**src/rtl/ubg_pkg.sv**
```systemverilog
// Package: shared types for the baud generator.
// Assumes: the source select field is 2 bits wide and uses the code order below.
package ubg_pkg;
    typedef enum logic [1:0] {
        SRC_TMR   = 2'b00,
        SRC_PRE_A = 2'b01,
        SRC_PRE_B = 2'b10,
        SRC_PRE_C = 2'b11
    } src_e;

    typedef struct packed {
        src_e       src;
        logic [4:0] kcode;
    } cfg_t;
endpackage

```
**src/rtl/ubg_cfg_reg.sv**
```systemverilog
// Module: configuration register.
// Holds the source select and the divisor code. The divisor code is locked
// while tx_en or rx_en is set. A one-cycle restart pulse follows any write
// that changes the stored value.
// Assumes: wr_en is a single-cycle strobe in the clk domain.
module ubg_cfg_reg
    import ubg_pkg::*;
#(
    parameter logic [7:0] RST_VAL = 8'h1F
) (
    input  logic       clk,
    input  logic       rst_n,
    input  logic       wr_en,
    input  logic [7:0] wr_data,
    input  logic       tx_en,
    input  logic       rx_en,
    output cfg_t       cfg,
    output logic       restart,
    output logic [7:0] rd_data
);
    cfg_t nxt_cfg;
    logic div_lock;

    // Form the candidate value; the divisor field is held while locked.
    always_comb begin
        div_lock      = tx_en | rx_en;
        nxt_cfg.src   = src_e'(wr_data[7:6]);
        nxt_cfg.kcode = div_lock ? cfg.kcode : wr_data[4:0];
    end

    // Store the configuration and flag a value change.
    always_ff @(posedge clk) begin
        if (!rst_n) begin
            cfg.src   <= src_e'(RST_VAL[7:6]);
            cfg.kcode <= RST_VAL[4:0];
            restart   <= 1'b0;
        end else begin
            restart <= wr_en && (nxt_cfg != cfg);
            if (wr_en) begin
                cfg <= nxt_cfg;
            end
        end
    end

    // Read-back view; bit 5 has no storage.
    assign rd_data = {cfg.src, 1'b0, cfg.kcode};
endmodule

```
**src/rtl/ubg_prescale.sv**
```systemverilog
// Module: base tick source.
// Makes three clock enables from a free-running counter, plus a
// synchronized rising-edge pulse from the timer input, and selects one of them.
// Assumes: tmr_in is asynchronous and holds each level for at least one cycle.
module ubg_prescale
    import ubg_pkg::*;
#(
    parameter int unsigned SH_A  = 1,
    parameter int unsigned SH_B  = 3,
    parameter int unsigned SH_C  = 5,
    parameter int unsigned SYNC  = 2
) (
    input  logic clk,
    input  logic rst_n,
    input  logic restart,
    input  src_e src,
    input  logic tmr_in,
    output logic base_tick
);
    localparam int unsigned PRE_W  = SH_C;
    localparam int unsigned N_PRE  = 3;
    localparam int unsigned SH [N_PRE] = '{SH_A, SH_B, SH_C};

    logic [PRE_W-1:0] pre_cnt;
    logic [N_PRE-1:0] pre_en;
    logic [SYNC:0]    tmr_sh;
    logic             tmr_edge;

    // Free-running prescale counter, cleared on a configuration change.
    always_ff @(posedge clk) begin
        if (!rst_n || restart) begin
            pre_cnt <= '0;
        end else begin
            pre_cnt <= pre_cnt + 1'b1;
        end
    end

    // One enable per prescale factor: high when the low bits are all ones.
    for (genvar g = 0; g < N_PRE; g++) begin : g_pre
        assign pre_en[g] = &pre_cnt[SH[g]-1:0];
    end

    // Synchronizer chain followed by one history stage for edge detection.
    always_ff @(posedge clk) begin
        if (!rst_n) begin
            tmr_sh <= '0;
        end else begin
            tmr_sh <= {tmr_sh[SYNC-1:0], tmr_in};
        end
    end

    assign tmr_edge = tmr_sh[SYNC-1] & ~tmr_sh[SYNC];

    // Pick the base tick for the selected source.
    always_comb begin
        unique case (src)
            SRC_TMR:   base_tick = tmr_edge;
            SRC_PRE_A: base_tick = pre_en[0];
            SRC_PRE_B: base_tick = pre_en[1];
            default:   base_tick = pre_en[2];
        endcase
    end
endmodule

```
**src/rtl/ubg_divider.sv**
```systemverilog
// Module: programmable divider and halving stage.
// Counts base ticks modulo k (codes below K_MIN are clamped up), toggles a
// half-phase flag at each wrap, and emits baud_tick on every second wrap.
// Assumes: restart is asserted for one cycle after any configuration change.
module ubg_divider #(
    parameter int unsigned DIV_W = 5,
    parameter int unsigned K_MIN = 8
) (
    input  logic             clk,
    input  logic             rst_n,
    input  logic             restart,
    input  logic             base_tick,
    input  logic [DIV_W-1:0] kcode,
    output logic             baud_tick
);
    localparam logic [DIV_W-1:0] K_FLOOR = DIV_W'(K_MIN);

    logic [DIV_W-1:0] k_eff;
    logic [DIV_W-1:0] cnt;
    logic             half;
    logic             last;

    // Clamp prohibited codes and find the terminal count.
    always_comb begin
        k_eff = (kcode < K_FLOOR) ? K_FLOOR : kcode;
        last  = (cnt == k_eff - 1'b1);
    end

    // Divide-by-k counter, halving flag and registered output pulse.
    always_ff @(posedge clk) begin
        if (!rst_n || restart) begin
            cnt       <= '0;
            half      <= 1'b0;
            baud_tick <= 1'b0;
        end else begin
            baud_tick <= base_tick && last && half;
            if (base_tick) begin
                if (last) begin
                    cnt  <= '0;
                    half <= ~half;
                end else begin
                    cnt <= cnt + 1'b1;
                end
            end
        end
    end
endmodule

```
**src/rtl/uart_baud_gen.sv**
```systemverilog
// Module: UART baud clock generator (top).
// Connects the configuration register, the base tick source and the divider.
// Assumes: a single clock domain; tmr_in is the only asynchronous input.
module uart_baud_gen
    import ubg_pkg::*;
#(
    parameter logic [7:0]  RST_VAL = 8'h1F,
    parameter int unsigned DIV_W   = 5,
    parameter int unsigned K_MIN   = 8,
    parameter int unsigned SYNC    = 2
) (
    input  logic       clk,
    input  logic       rst_n,
    input  logic       wr_en,
    input  logic [7:0] wr_data,
    output logic [7:0] rd_data,
    input  logic       tx_en,
    input  logic       rx_en,
    input  logic       tmr_in,
    output logic       baud_tick
);
    cfg_t cfg;
    logic restart;
    logic base_tick;

    ubg_cfg_reg #(.RST_VAL(RST_VAL)) u_cfg (
        .clk     (clk),
        .rst_n   (rst_n),
        .wr_en   (wr_en),
        .wr_data (wr_data),
        .tx_en   (tx_en),
        .rx_en   (rx_en),
        .cfg     (cfg),
        .restart (restart),
        .rd_data (rd_data)
    );

    ubg_prescale #(.SYNC(SYNC)) u_pre (
        .clk       (clk),
        .rst_n     (rst_n),
        .restart   (restart),
        .src       (cfg.src),
        .tmr_in    (tmr_in),
        .base_tick (base_tick)
    );

    ubg_divider #(.DIV_W(DIV_W), .K_MIN(K_MIN)) u_div (
        .clk       (clk),
        .rst_n     (rst_n),
        .restart   (restart),
        .base_tick (base_tick),
        .kcode     (cfg.kcode),
        .baud_tick (baud_tick)
    );
endmodule

```
**config.mk**
```make
export PLATFORM = sky130hd
export DESIGN_NAME = uart_baud_gen
export DESIGN_NICKNAME = d
export VERILOG_FILES = /design/src/rtl/ubg_pkg.sv /design/src/rtl/ubg_cfg_reg.sv /design/src/rtl/ubg_prescale.sv /design/src/rtl/ubg_divider.sv /design/src/rtl/uart_baud_gen.sv
export SDC_FILE = /design/constraint.sdc
export NUM_CORES = 1
export LEC_CHECK = 0
export ABC_CLOCK_PERIOD_IN_PS = 1800
export BUFFER_PORTS_ARGS = -buffer_cell sky130_fd_sc_hd__buf_2
export CAP_MARGIN = 20
export CELL_PAD_IN_SITES_DETAIL_PLACEMENT = 0
export CELL_PAD_IN_SITES_GLOBAL_PLACEMENT = 2
export CORE_MARGIN = 2
export CORE_UTILIZATION = 29
export DETAILED_ROUTE_END_ITERATION = 6
export HOLD_SLACK_MARGIN = 0.03
export PLACE_DENSITY = 0.74
export SLEW_MARGIN = 20
export SYNTH_ARGS = -nofsm -noshare
export SYNTH_HDL_FRONTEND = slang
export SYNTH_SLANG_ARGS = --single-unit
```
**constraint.sdc**
```tcl
create_clock -name clk -period 1.8 [get_ports clk]
set_clock_uncertainty 0.05 [all_clocks]
set_input_delay 0.36 -clock clk [delete_from_list [all_inputs] [get_ports clk]]
set_output_delay 0.36 -clock clk [all_outputs]
set_load 0.05 [all_outputs]
```
== Word level (Yosys, flattened, before mapping) ==
Cells that the tools add are included.

* Register bits: 23
* Input port bits: 14
* Output and inout bits: 9
* Logic and storage cells: 33

* $add $sub $neg: 3
* Order comparisons: 1
* Equal/unequal tests: 4
* Muxes and demuxes: 4
* Bitwise operators: 4
* Reduce and logical (&&, ||, !) cells: 9

{| class="wikitable"
|+ Operators with widths
! kind !! number
|-
| two-way mux 5 bit || 3
|-
| adder 5 x 1 -> 5 bit (second input constant) || 2
|-
| != test 7 bit || 1
|-
| == test 5 bit || 1
|-
| < comparator 5 x 4 -> 1 bit (second input constant) || 1
|-
| AND reduction 5 bit || 1
|-
| subtractor 5 x 1 -> 5 bit (second input constant) || 1
|-
| logical AND 1 bit || 3
|-
| one-hot mux 1 bit (3 select lines) || 1
|-
| AND reduction 3 bit || 1
|-
| == test 2 x 1 -> 1 bit (second input constant) || 1
|-
| == test 2 bit (second input constant) || 1
|-
| zero test 2 bit || 1
|-
| inverter 1 bit || 2
|-
| AND reduction 2 bit || 1
|-
| AND 1 bit || 1
|-
| zero test 1 bit || 1
|-
| logical OR 1 bit || 1
|-
| OR 1 bit || 1
|}

== Longest topological paths before layout ==
Gate-level depths: netlist of the first run.

* Word-level depth: 6
* Mapped depth: 8
* Gate-level depth less buffers: 7

== Hierarchy ==
A second synthesis of the first run with hierarchy kept.

* Cells, all modules: 146
* Area total of the unflattened synthesis: 1,375.1 um^2

{| class="wikitable"
|+ By module, submodules not included
! module !! times used !! cells each !! area an instance (um^2) !! seq. area each (um^2)
|-
| ubg_divider || 1 || 76 || 626.9 || 140.1
|-
| ubg_cfg_reg || 1 || 44 || 434.2 || 160.2
|-
| ubg_prescale || 1 || 26 || 314.1 || 160.2
|}

== Worst setup path before layout of the first run ==
Ideal clock, no wire load.

* Path kind: register -> register
* Start: register, netlist name u_cfg.cfg[4]
* End: register u_div.half
* Arrival: 2,260 ps
* Required time: 1,678 ps
* Path slack: -582 ps
* Stages on the path, launching flop included: 9
* Path buffers: 1
* Period minus slack after synthesis: 2,382 ps
* Path through: dfxtp_1 > clkbuf_8 > o21ai_0 > ha_1 > xor2_1 > nor4b_1 > o22ai_1 > a211oi_4 > mux2i_1

* Cells in the longest elaborated chain, start to end: 5

{| class="wikitable"
|+ RTL lines
! element !! line !! RTL
|-
| < comparator 5 x 4 -> 1 bit || ubg_divider.sv:25 || <nowiki>k_eff = (kcode < K_FLOOR) ? K_FLOOR : kcode;</nowiki>
|-
| two-way mux 5 bit * || ubg_divider.sv:25 ||
|-
| subtractor 5 x 1 -> 5 bit * || ubg_divider.sv:26 || <nowiki>last = (cnt == k_eff - 1'b1);</nowiki>
|-
| == test 5 bit * || ubg_divider.sv:26 ||
|-
| AND reduction 2 bit (no line) * || n/a ||
|-
| end signal: assignment || ubg_divider.sv:40 || <nowiki>half <= ~half;</nowiki>
|-
| end: declaration || ubg_divider.sv:20 || <nowiki>logic half;</nowiki>
|}

Every way passes the cells marked *; elsewhere a longest branch is shown, timed or not.
A chain may end at the register's enable or synchronous reset.

== Worst setup path in the final report of the first run ==
* Start: register, netlist name u_cfg.cfg[4]
* End: register u_div.baud_tick

* Cells in the longest elaborated chain, start to end: 6

{| class="wikitable"
|+ RTL lines
! element !! line !! RTL
|-
| < comparator 5 x 4 -> 1 bit || ubg_divider.sv:25 ||
|-
| two-way mux 5 bit * || ubg_divider.sv:25 ||
|-
| subtractor 5 x 1 -> 5 bit * || ubg_divider.sv:26 ||
|-
| == test 5 bit * || ubg_divider.sv:26 ||
|-
| logical AND 1 bit * (2 in a row) || ubg_divider.sv:36 || <nowiki>baud_tick <= base_tick && last && half;</nowiki>
|-
| end signal: assignment || ubg_divider.sv:36 ||
|-
| end: declaration || ubg_divider.sv:14 || <nowiki>output logic baud_tick</nowiki>
|}

Marks and branches as above.

==> summary.txt, run 1 <==
Setup path
  • R2R depth: 8
  • CP Data Required Time: 1.91 ns
  • CP Launch Point: u_cfg.cfg[4]
  • Crit start category: flip-flop
  • Largest stage delay, worst path: 0.40 ns
  • R2r startpoint: u_cfg.cfg[4]
  • CP Capture Type: flip-flop
  • Critical Path Stages: 8
  • Worst setup path end: u_div.baud_tick
  • Critical path class: flip-flop to flip-flop
  • Critical path arrival: 2.05 ns
  • CP Max Fanout: 4
  • Reg-to-reg endpoint: u_div.baud_tick
  • Crit path max-delay cell type: or3b_4
  • Bufs and invs on worst path: 1
  • FF-to-FF setup slack: -0.14 ns
  • Cells along the critical path: o21ai_2, ha_2, or3b_4, and3_4, o21ai_4, a211oi_4, buf_6, and3_1
  • Top Family by Delay on Critical Path: simple AND/OR/NAND/NOR gates

Synthesis
  • Post-Syn Nets: 141
  • Main combinational cell family by area after synthesis: simple AND/OR/NAND/NOR gates
  • Most common flop cell mapped by yosys: dfxtp_1
  • Dominant cell type by area after synthesis: dfxtp_1
  • Synth warn: 0
  • Mux cell area share after synthesis: 5.359%
  • Area contributors post-synth: dfxtp_1 39%, xor2_1 6.8%, xnor2_1 6.0%
  • Syn Inst Count: 122
  • Cell with the most instances after synthesis: dfxtp_1
  • Xor and xnor area share after synthesis: 12.75%
  • Yosys cell types: 34
  • Synth top area share: 39.44%
  • Area share of fa/ha/maj cells after synthesis: 5.359%
  • Commonest cells in the netlist: 23 x dfxtp_1, 13 x nand3_1, 9 x nand2_1, 9 x xor2_1, 8 x xnor2_1
  • Flops & latches, synth: 23
  • Fraction of registers with async set/reset: 0%
  • Mapped Area: 1167 µm²
  • Synth Area per Inst: 9.569 µm²
  • Simple-gate share of the synthesized area: 24.22%
  • Post-synthesis compound-gate area fraction: 7.503%
  • EDFF count, synth: 0
  • Seq/Total Area, Yosys: 39.44%

Global routing
  • Busiest layer in global routing: met2
  • First-pass GRT wire length: 4.215 mm
  • All-Layer GR Usage: 12.43%
  • Met2 Use GR: 19.80%
  • Initial antenna violation count: 0
  • Largest net degree at the start of global routing: 14
  • GR met3 Demand/Resource: 2.000%
  • Grt met1 use: 16.31%
  • Vias in the first global route: 930
  • Overflow after GRT: 0

Floorplanning
  • Die footprint: 4549 µm²
  • Die H: 67.45 µm
  • Core area: 3943 µm²
  • Core Rows: 23
  • Io pins: 23
  • Die Span X: 67.45 µm
  • Initial core utilization: 29.61%

Detailed routing
  • Antenna-violating nets left: 0
  • Vias/cell: 4.545
  • Initial DRT Pass Iterations: 4
  • Routed length per instance: 12.04 µm
  • Remaining routing DRC violations: 0
  • Initial DRC Count: 15
  • Post-Route WL: 2.432 mm
  • Vias: 918

Timing
  • RSZ-0062 raised after global routing: true
  • Period utilisation layout: 107.6%
  • Final WS setup: -0.1364 ns
  • Final Hold Viols: 0
  • Setup violators final: 7
  • Fmax: 0.5164 GHz
  • Clock period minus worst slack: 1.936 ns
  • Max-slew violations: 0

CTS
  • CTS H-tree lvls: 1
  • Clk Latency, worst-skew pair: 0.26 ns
  • Cts hold-fix bufs: 0
  • CTS tree: yes
  • CTS Buffer Depth: 2
  • Clock transition at the registers of the reported paths: 0.08 ns
  • Root Buffer Master: clkbuf_8
  • CTS Sinks: 23
  • Clock buffer count from CTS: 3

Finish
  • Area taken by multi-input logic gates: 734.5 µm²
  • Fill cells: 399
  • Nets: 172
  • Non-Filler Instances: 202
  • Post-Layout Inst Area: 1526 µm²
  • N_diodes: 0
  • Flip-flop and latch area: 475.5 µm²
  • Synth-to-layout area growth: 30.76%
  • Layout cells sized above 1: 40.13%

Power and ir drop
  • PD cells: 684.0 nW/µm²
  • Maximum VDD drop: 0.0005169 V
  • Final Total Pwr: 1.044 mW
  • Static Leak: 0.6118 nW

Run status
  • Outcome: finished, violations left
  • Failing checks: negative setup slack

Placement
  • Post-DP HPWL: 1.813 mm
  • PortBufs: 20
  • Placer Congestion: 0.7354
  • Worst slack, placed: -0.2132 ns
  • Placed inst area: 1375 µm²
  • Placed Cells: 195

Flow run
  • Max-Cap Viols: 0

Min path
  • Hold Crit Class: input pin to flip-flop
[cells by family after synthesis]
kind of cell,after synthesis
adder cells (fa/ha/maj),5
buffers and inverters,8
AND/OR/NAND/NOR,52
AO/OA/AOI/OAI,11
XOR/XNOR,17
multiplexers,5
flip-flops,23
other,1
[power by group]
part,internal (mW),total [mW],switching (mW)
Sequential,0.527,0.547,0.0195
Combinational,0.0780,0.184,0.106
Clock,0.158,0.314,0.156
Total,0.763,1.04,0.281
[worst reg2reg max path: stages (launching register included)]
cell and delay (ns):
dfxtp_4 0.36, o21ai_2 0.13, ha_2 0.19, or3b_4 0.40
and3_4 0.20, o21ai_4 0.17, a211oi_4 0.05, buf_6 0.14
and3_1 0.13
[stage by stage]
stage	utilization (%)	hold WS [ns]	setup TNS, ns
6_report	38.72	0.2538	-0.7491
5_1_grt	38.72	0.2459	-1.504
4_1_cts	38.37	0.2474	-0.7331
3_5_place_dp	34.88	0.3703	-1.173
3_3_place_gp	34.88	0.3663	-0.8425
2_1_floorplan	-	0.3619	-1.152
[registers in the layout, summed over array words and instances, names as in the netlist]
signal and cells:
u_cfg.cfg 7, u_cfg.restart 1, u_div.baud_tick 1, u_div.cnt 5, u_div.half 1, u_pre.pre_cnt 5
u_pre.tmr_sh 3
[repair_timing]
item,CTS,global route
setup buffers,3,0
pin swaps,2,1
setup endpoints to repair,7,7
gates resized for setup,16,2
[routing by layer]
layer,routed length [µm],part of all wire (%)
met5,0,0
met4,45,1.9
met3,66,2.7
met2,1138,47
met1,1182,49
[cells in the final DEF, fill, tap and decap left out, drive strengths merged, types with 2 or more instances in the layout]
| master | count |
|---|---|
| nand2b | 2 |
| dfxtp | 23 |
| nor2 | 3 |
| clkbuf | 4 |
| and2 | 6 |
| ha | 5 |
| a21oi | 2 |
| and2b | 2 |
| buf | 33 |
| xnor2 | 8 |
| mux2i | 4 |
| o22ai | 2 |
| xor2 | 9 |
| nand4 | 2 |
| and3 | 4 |
| nand2 | 9 |
| nor2b | 3 |
| nor3 | 5 |
| o21ai | 4 |
| nand3 | 13 |
[how the worst min path moves through the flow]
stage                    startpoint  depth (start not counted)               to  slack, ns
CTS                          tmr_in                          2  u_pre.tmr_sh[0]       0.25
finish                       tmr_in                          2  u_pre.tmr_sh[0]       0.25
global placement    u_pre.tmr_sh[0]                          1  u_pre.tmr_sh[1]       0.37
detailed placement  u_pre.tmr_sh[0]                          1  u_pre.tmr_sh[1]       0.37
floorplan           u_pre.tmr_sh[0]                          1  u_pre.tmr_sh[1]       0.36
global route                 tmr_in                          2  u_pre.tmr_sh[0]       0.25
[final cells by class]
class                      count  share of cell area, %
clock buffer                   4                  2.951
inverter                       1                 0.2459
multi-input combinational     91                  48.11
sequential                    23                  31.15
tap                           50                  4.098
timing repair buffer          33                  13.44
No activity file was read; power rests on OpenSTA's default activity.
==> inputs of run 2 (changes only) <==
Settings changed: CORE_UTILIZATION 29 to 31, PLACE_DENSITY 0.74 to 0.77, SYNTH_HIERARCHICAL set to 1.
==> summary.txt, run 2 <==
Finish
  • Biggest register: u_cfg/cfg
  • Max FFs per register: 7 (unchanged)
  • Fill cells: 459 (+15%)
  • Layout cells sized above 1: 41.90% (+1.8 points)
  • Flip-flop and latch area: 471.7 µm² (-0.79%)
  • Post-Layout Inst Area: 1823 µm² (+19%)
  • Synth-to-layout area growth: 32.58%
  • Non-Filler Instances: 231 (+14%)
  • Most frequent cells in the layout: 20 x buf_2, 20 x buf_4, 18 x dfxtp_1, 11 x mux2i_1, 10 x xor2_1
  • N_diodes: 0 (unchanged)
  • Largest regs: u_cfg/cfg (7), u_div/cnt (5), u_pre/pre_cnt (5)
  • Nets: 199 (+16%)
  • Area taken by multi-input logic gates: 938.4 µm² (+28%)

CTS
  • CTS Buffer Depth: 2 (unchanged)
  • Clk Latency, worst-skew pair: 0.25 ns (about the same)
  • CTS Sinks: 23 (unchanged)
  • Cts hold-fix bufs: 0 (unchanged)
  • Root Buffer Master: clkbuf_8
  • Clock buffer count from CTS: 3 (unchanged)
  • Clock transition at the registers of the reported paths: 0.07 ns (about the same)
  • CTS H-tree lvls: 1 (unchanged)
  • CTS tree: yes

Power and ir drop
  • Sw Share: 25.74% (-1.2 points)
  • Clock Power Share: 29.1% (-0.9 points)
  • PD cells: 567.0 nW/µm² (-17%)
  • Comb pwr share: 18.1% (+0.5 points)
  • Static Leak: 0.6900 nW (+13%)
  • Net switching power: 266.1 µW (-5.3%)
  • Final Total Pwr: 1.034 mW (-0.99%)
  • Int Power: 767.6 µW (+0.58%)
  • Sequential power share: 52.7% (+0.3 points)
  • Maximum VDD drop: 0.0003080 V (-40%)

Timing
  • RSZ-0062 raised after global routing: true
  • Total Neg Setup Slack: -0.9850 ns (-0.2359 ns)
  • Final hold slack: 0.2602 ns (+0.006454 ns)
  • Final WS setup: -0.1749 ns (-0.03847 ns)
  • Period utilisation layout: 109.7% (+2.1 points)
  • Setup violators final: 7 (unchanged)
  • Max-slew violations: 0 (unchanged)
  • Fmax: 0.5064 GHz (-1.9%)
  • Final Hold Viols: 0 (unchanged)
  • Clock period minus worst slack: 1.975 ns (+0.03847 ns)

Setup path
  • CP Launch Point: u_cfg/cfg[4]
  • Reg-to-reg endpoint: u_div/cnt[2]
  • Bufs and invs on worst path: 0 (-1)
  • Crit start category: flip-flop
  • CP Data Required Time: 1.89 ns (-0.02 ns)
  • Critical path arrival: 2.07 ns (+0.02 ns)
  • Crit path max-delay cell type: dfxtp_4
  • Worst setup path end: u_div/cnt[2]
  • R2R depth: 7 (-1)
  • Cells along the critical path: o21ai_4, ha_4, xnor2_1, nor4_1, a211oi_1, a211oi_1, a2111oi_0
  • Crit-path most repeated cell: a211oi_1
  • FF-to-FF setup slack: -0.17 ns (-0.04 ns)
  • CP Max Fanout: 8 (+4)
  • Largest stage delay, worst path: 0.37 ns (-0.03 ns)
  • Critical Path Stages: 7 (-1)
  • CP Capture Type: flip-flop
  • Critical path class: flip-flop to flip-flop
  • Top Family by Delay on Critical Path: compound AO/OA/AOI/OAI gates
  • R2r startpoint: u_cfg/cfg[4]

Global routing
  • Vias in the first global route: 1,130 (+22%)
  • Overflow after GRT: 0 (unchanged)
  • All-Layer GR Usage: 12.06% (-0.38 points)
  • Largest net degree at the start of global routing: 17 (+3)
  • Initial antenna violation count: 0 (unchanged)
  • First-pass GRT wire length: 4.974 mm (+18%)

Min path
  • Hold depth: 2 (unchanged)
  • Hold Crit Class: input pin to flip-flop

Synthesis
  • Commonest cells in the netlist: 23 x dfxtp_1, 11 x mux2i_1, 10 x xor2_1, 9 x nand2_1, 8 x buf_4
  • Dominant cell type by area after synthesis: dfxtp_1
  • Yosys cell types: 41 (+21%)
  • Synth top area share: 33.48% (-6.0 points)
  • Seq/Total Area, Yosys: 33.48% (-6.0 points)
  • Synth warn: 6 (+6)
  • Most common flop cell mapped by yosys: dfxtp_1
  • Flops & latches, synth: 23 (unchanged)
  • Area contributors post-synth: dfxtp_1 33%, mux2i_1 8.0%, xor2_1 6.4%
  • Cell with the most instances after synthesis: dfxtp_1
  • Synth Area per Inst: 9.418 µm² (-1.6%)
  • Mapped Area: 1375 µm² (+18%)
  • Post-Syn Nets: 165 (+17%)
  • EDFF count, synth: 0 (unchanged)
  • Syn Inst Count: 146 (+20%)
  • Fraction of registers with async set/reset: 0% (unchanged)

Flow run
  • Max-Cap Viols: 0 (unchanged)

Floorplanning
  • Die Span X: 70.60 µm (+4.7%)
  • Die footprint: 4984 µm² (+9.6%)
  • Initial core utilization: 31.80% (+2.2 points)
  • Die H: 70.60 µm (+4.7%)
  • Core Rows: 24 (+4.3%)
  • Core area: 4324 µm² (+9.7%)
  • Io pins: 23 (unchanged)

Detailed routing
  • Antenna-violating nets left: 0 (unchanged)
  • Post-Route WL: 2.988 mm (+23%)
  • Remaining routing DRC violations: 0 (unchanged)
  • Initial DRC Count: 28 (+13)
  • Routed length per instance: 12.94 µm (+7.4%)
  • Initial DRT Pass Iterations: 4 (unchanged)
  • Vias: 1,128 (+23%)
  • Vias/cell: 4.883 (+7.4%)

Placement
  • Post-DP HPWL: 2.279 mm (+26%)
  • Placer Congestion: 0.8823 (+20%)
  • Placed inst area: 1660 µm² (+21%)
  • PortBufs: 20 (unchanged)
  • Placed Cells: 220 (+13%)

Run status
  • Failing checks: negative setup slack
  • Outcome: finished, violations left
-- run 2: cell count changes after synthesis, moves of 2 or more --
cell | previous run | this run
nand2b_1 | 2 | 5
buf_2 | 0 | 2
nor4_1 | 0 | 4
nor2_1 | 3 | 5
mux2i_1 | 4 | 11
nand3_1 | 13 | 4
o22ai_1 | 2 | 0
a211oi_1 | 0 | 3
nor2b_1 | 3 | 7
buf_4 | 1 | 8
o21ai_1 | 0 | 4
nand3b_1 | 0 | 4
a21oi_2 | 2 | 0
xnor2_1 | 8 | 2
-- run 2: layer usage --
metal  track usage, %  part of all wire [%]  vias to the layer above
met4            3.983                   1.1                        0
li1                 -                     -                      571
met3            1.709                   1.7                        4
met5                0                     0                        -
met1            14.64                    45                      539
met2            21.91                    52                       14
-- run 2: worst min-delay path by stage --
stage	startpoint	to
final	tmr_in	u_pre/tmr_sh[0]
after global routing	tmr_in	u_pre/tmr_sh[0]
after CTS	tmr_in	u_pre/tmr_sh[0]
after detailed placement	u_pre/tmr_sh[0]	u_pre/tmr_sh[1]
after global placement	u_pre/tmr_sh[0]	u_pre/tmr_sh[1]
after floorplan	u_pre/tmr_sh[0]	u_pre/tmr_sh[1]
-- run 2: final cells by class --
type / count / area share (%)
sequential: 23 / 25.88
timing repair buffer: 44 / 16.40
tap: 52 / 3.569
clock buffer: 4 / 2.471
multi-input combinational: 107 / 51.48
inverter: 1 / 0.2059
-- run 2: per-stage QoR --
| stage | utilization (%) | setup slack [ns] |
|---|---|---|
| 2_1_floorplan | - | -0.2021 |
| 5_1_grt | 42.16 | -0.2959 |
| 3_5_place_dp | 38.40 | -0.2098 |
| 3_3_place_gp | 38.40 | -0.1727 |
| 6_report | 42.16 | -0.1749 |
| 4_1_cts | 41.15 | -0.2151 |
-- run 2: cell families (layout without fill, tap and decap cells) --
logic type / count (synthesis) / count (layout) / synth area share (%)
muxes: 12 / 12 / 9.645
xor gates and xnor gates: 13 / 13 / 8.826
DFF: 23 / 23 / 33.48
other: 1 / 1 / 0.2727
and+or+nand+nor: 56 / 56 / 24.93
adders and majority gates: 6 / 6 / 5.368
buffers and inverters: 16 / 49 / 7.279
AOI/OAI and AO/OA: 19 / 19 / 10.19
-- run 2: power by group through the flow --
stage | logic, mW | clock network, mW | registers (mW)
2_1_floorplan | 0.126 | 0 | 0.556
3_3_place_gp | 0.172 | 0 | 0.557
3_5_place_dp | 0.177 | 0 | 0.558
4_1_cts | 0.186 | 0.316 | 0.545
5_1_grt | 0.204 | 0.343 | 0.549
6_report | 0.187 | 0.301 | 0.545
-- run 2: worst reg2reg max path, delay by kind of cell (launching register included) --
family | cells | cell delay [ns]
AOI/OAI and AO/OA | 4 | 0.97
and+or+nand+nor | 1 | 0.09
xor gates and xnor gates | 1 | 0.18
DFF | 1 | 0.37
adders and majority gates | 1 | 0.21
-- run 2: timing repair --
item                       CTS  global route
pin swaps                    8             9
gates resized for setup     10             6
hold endpoints to repair     0             0
setup buffers                5             2
setup endpoints to repair    7             7
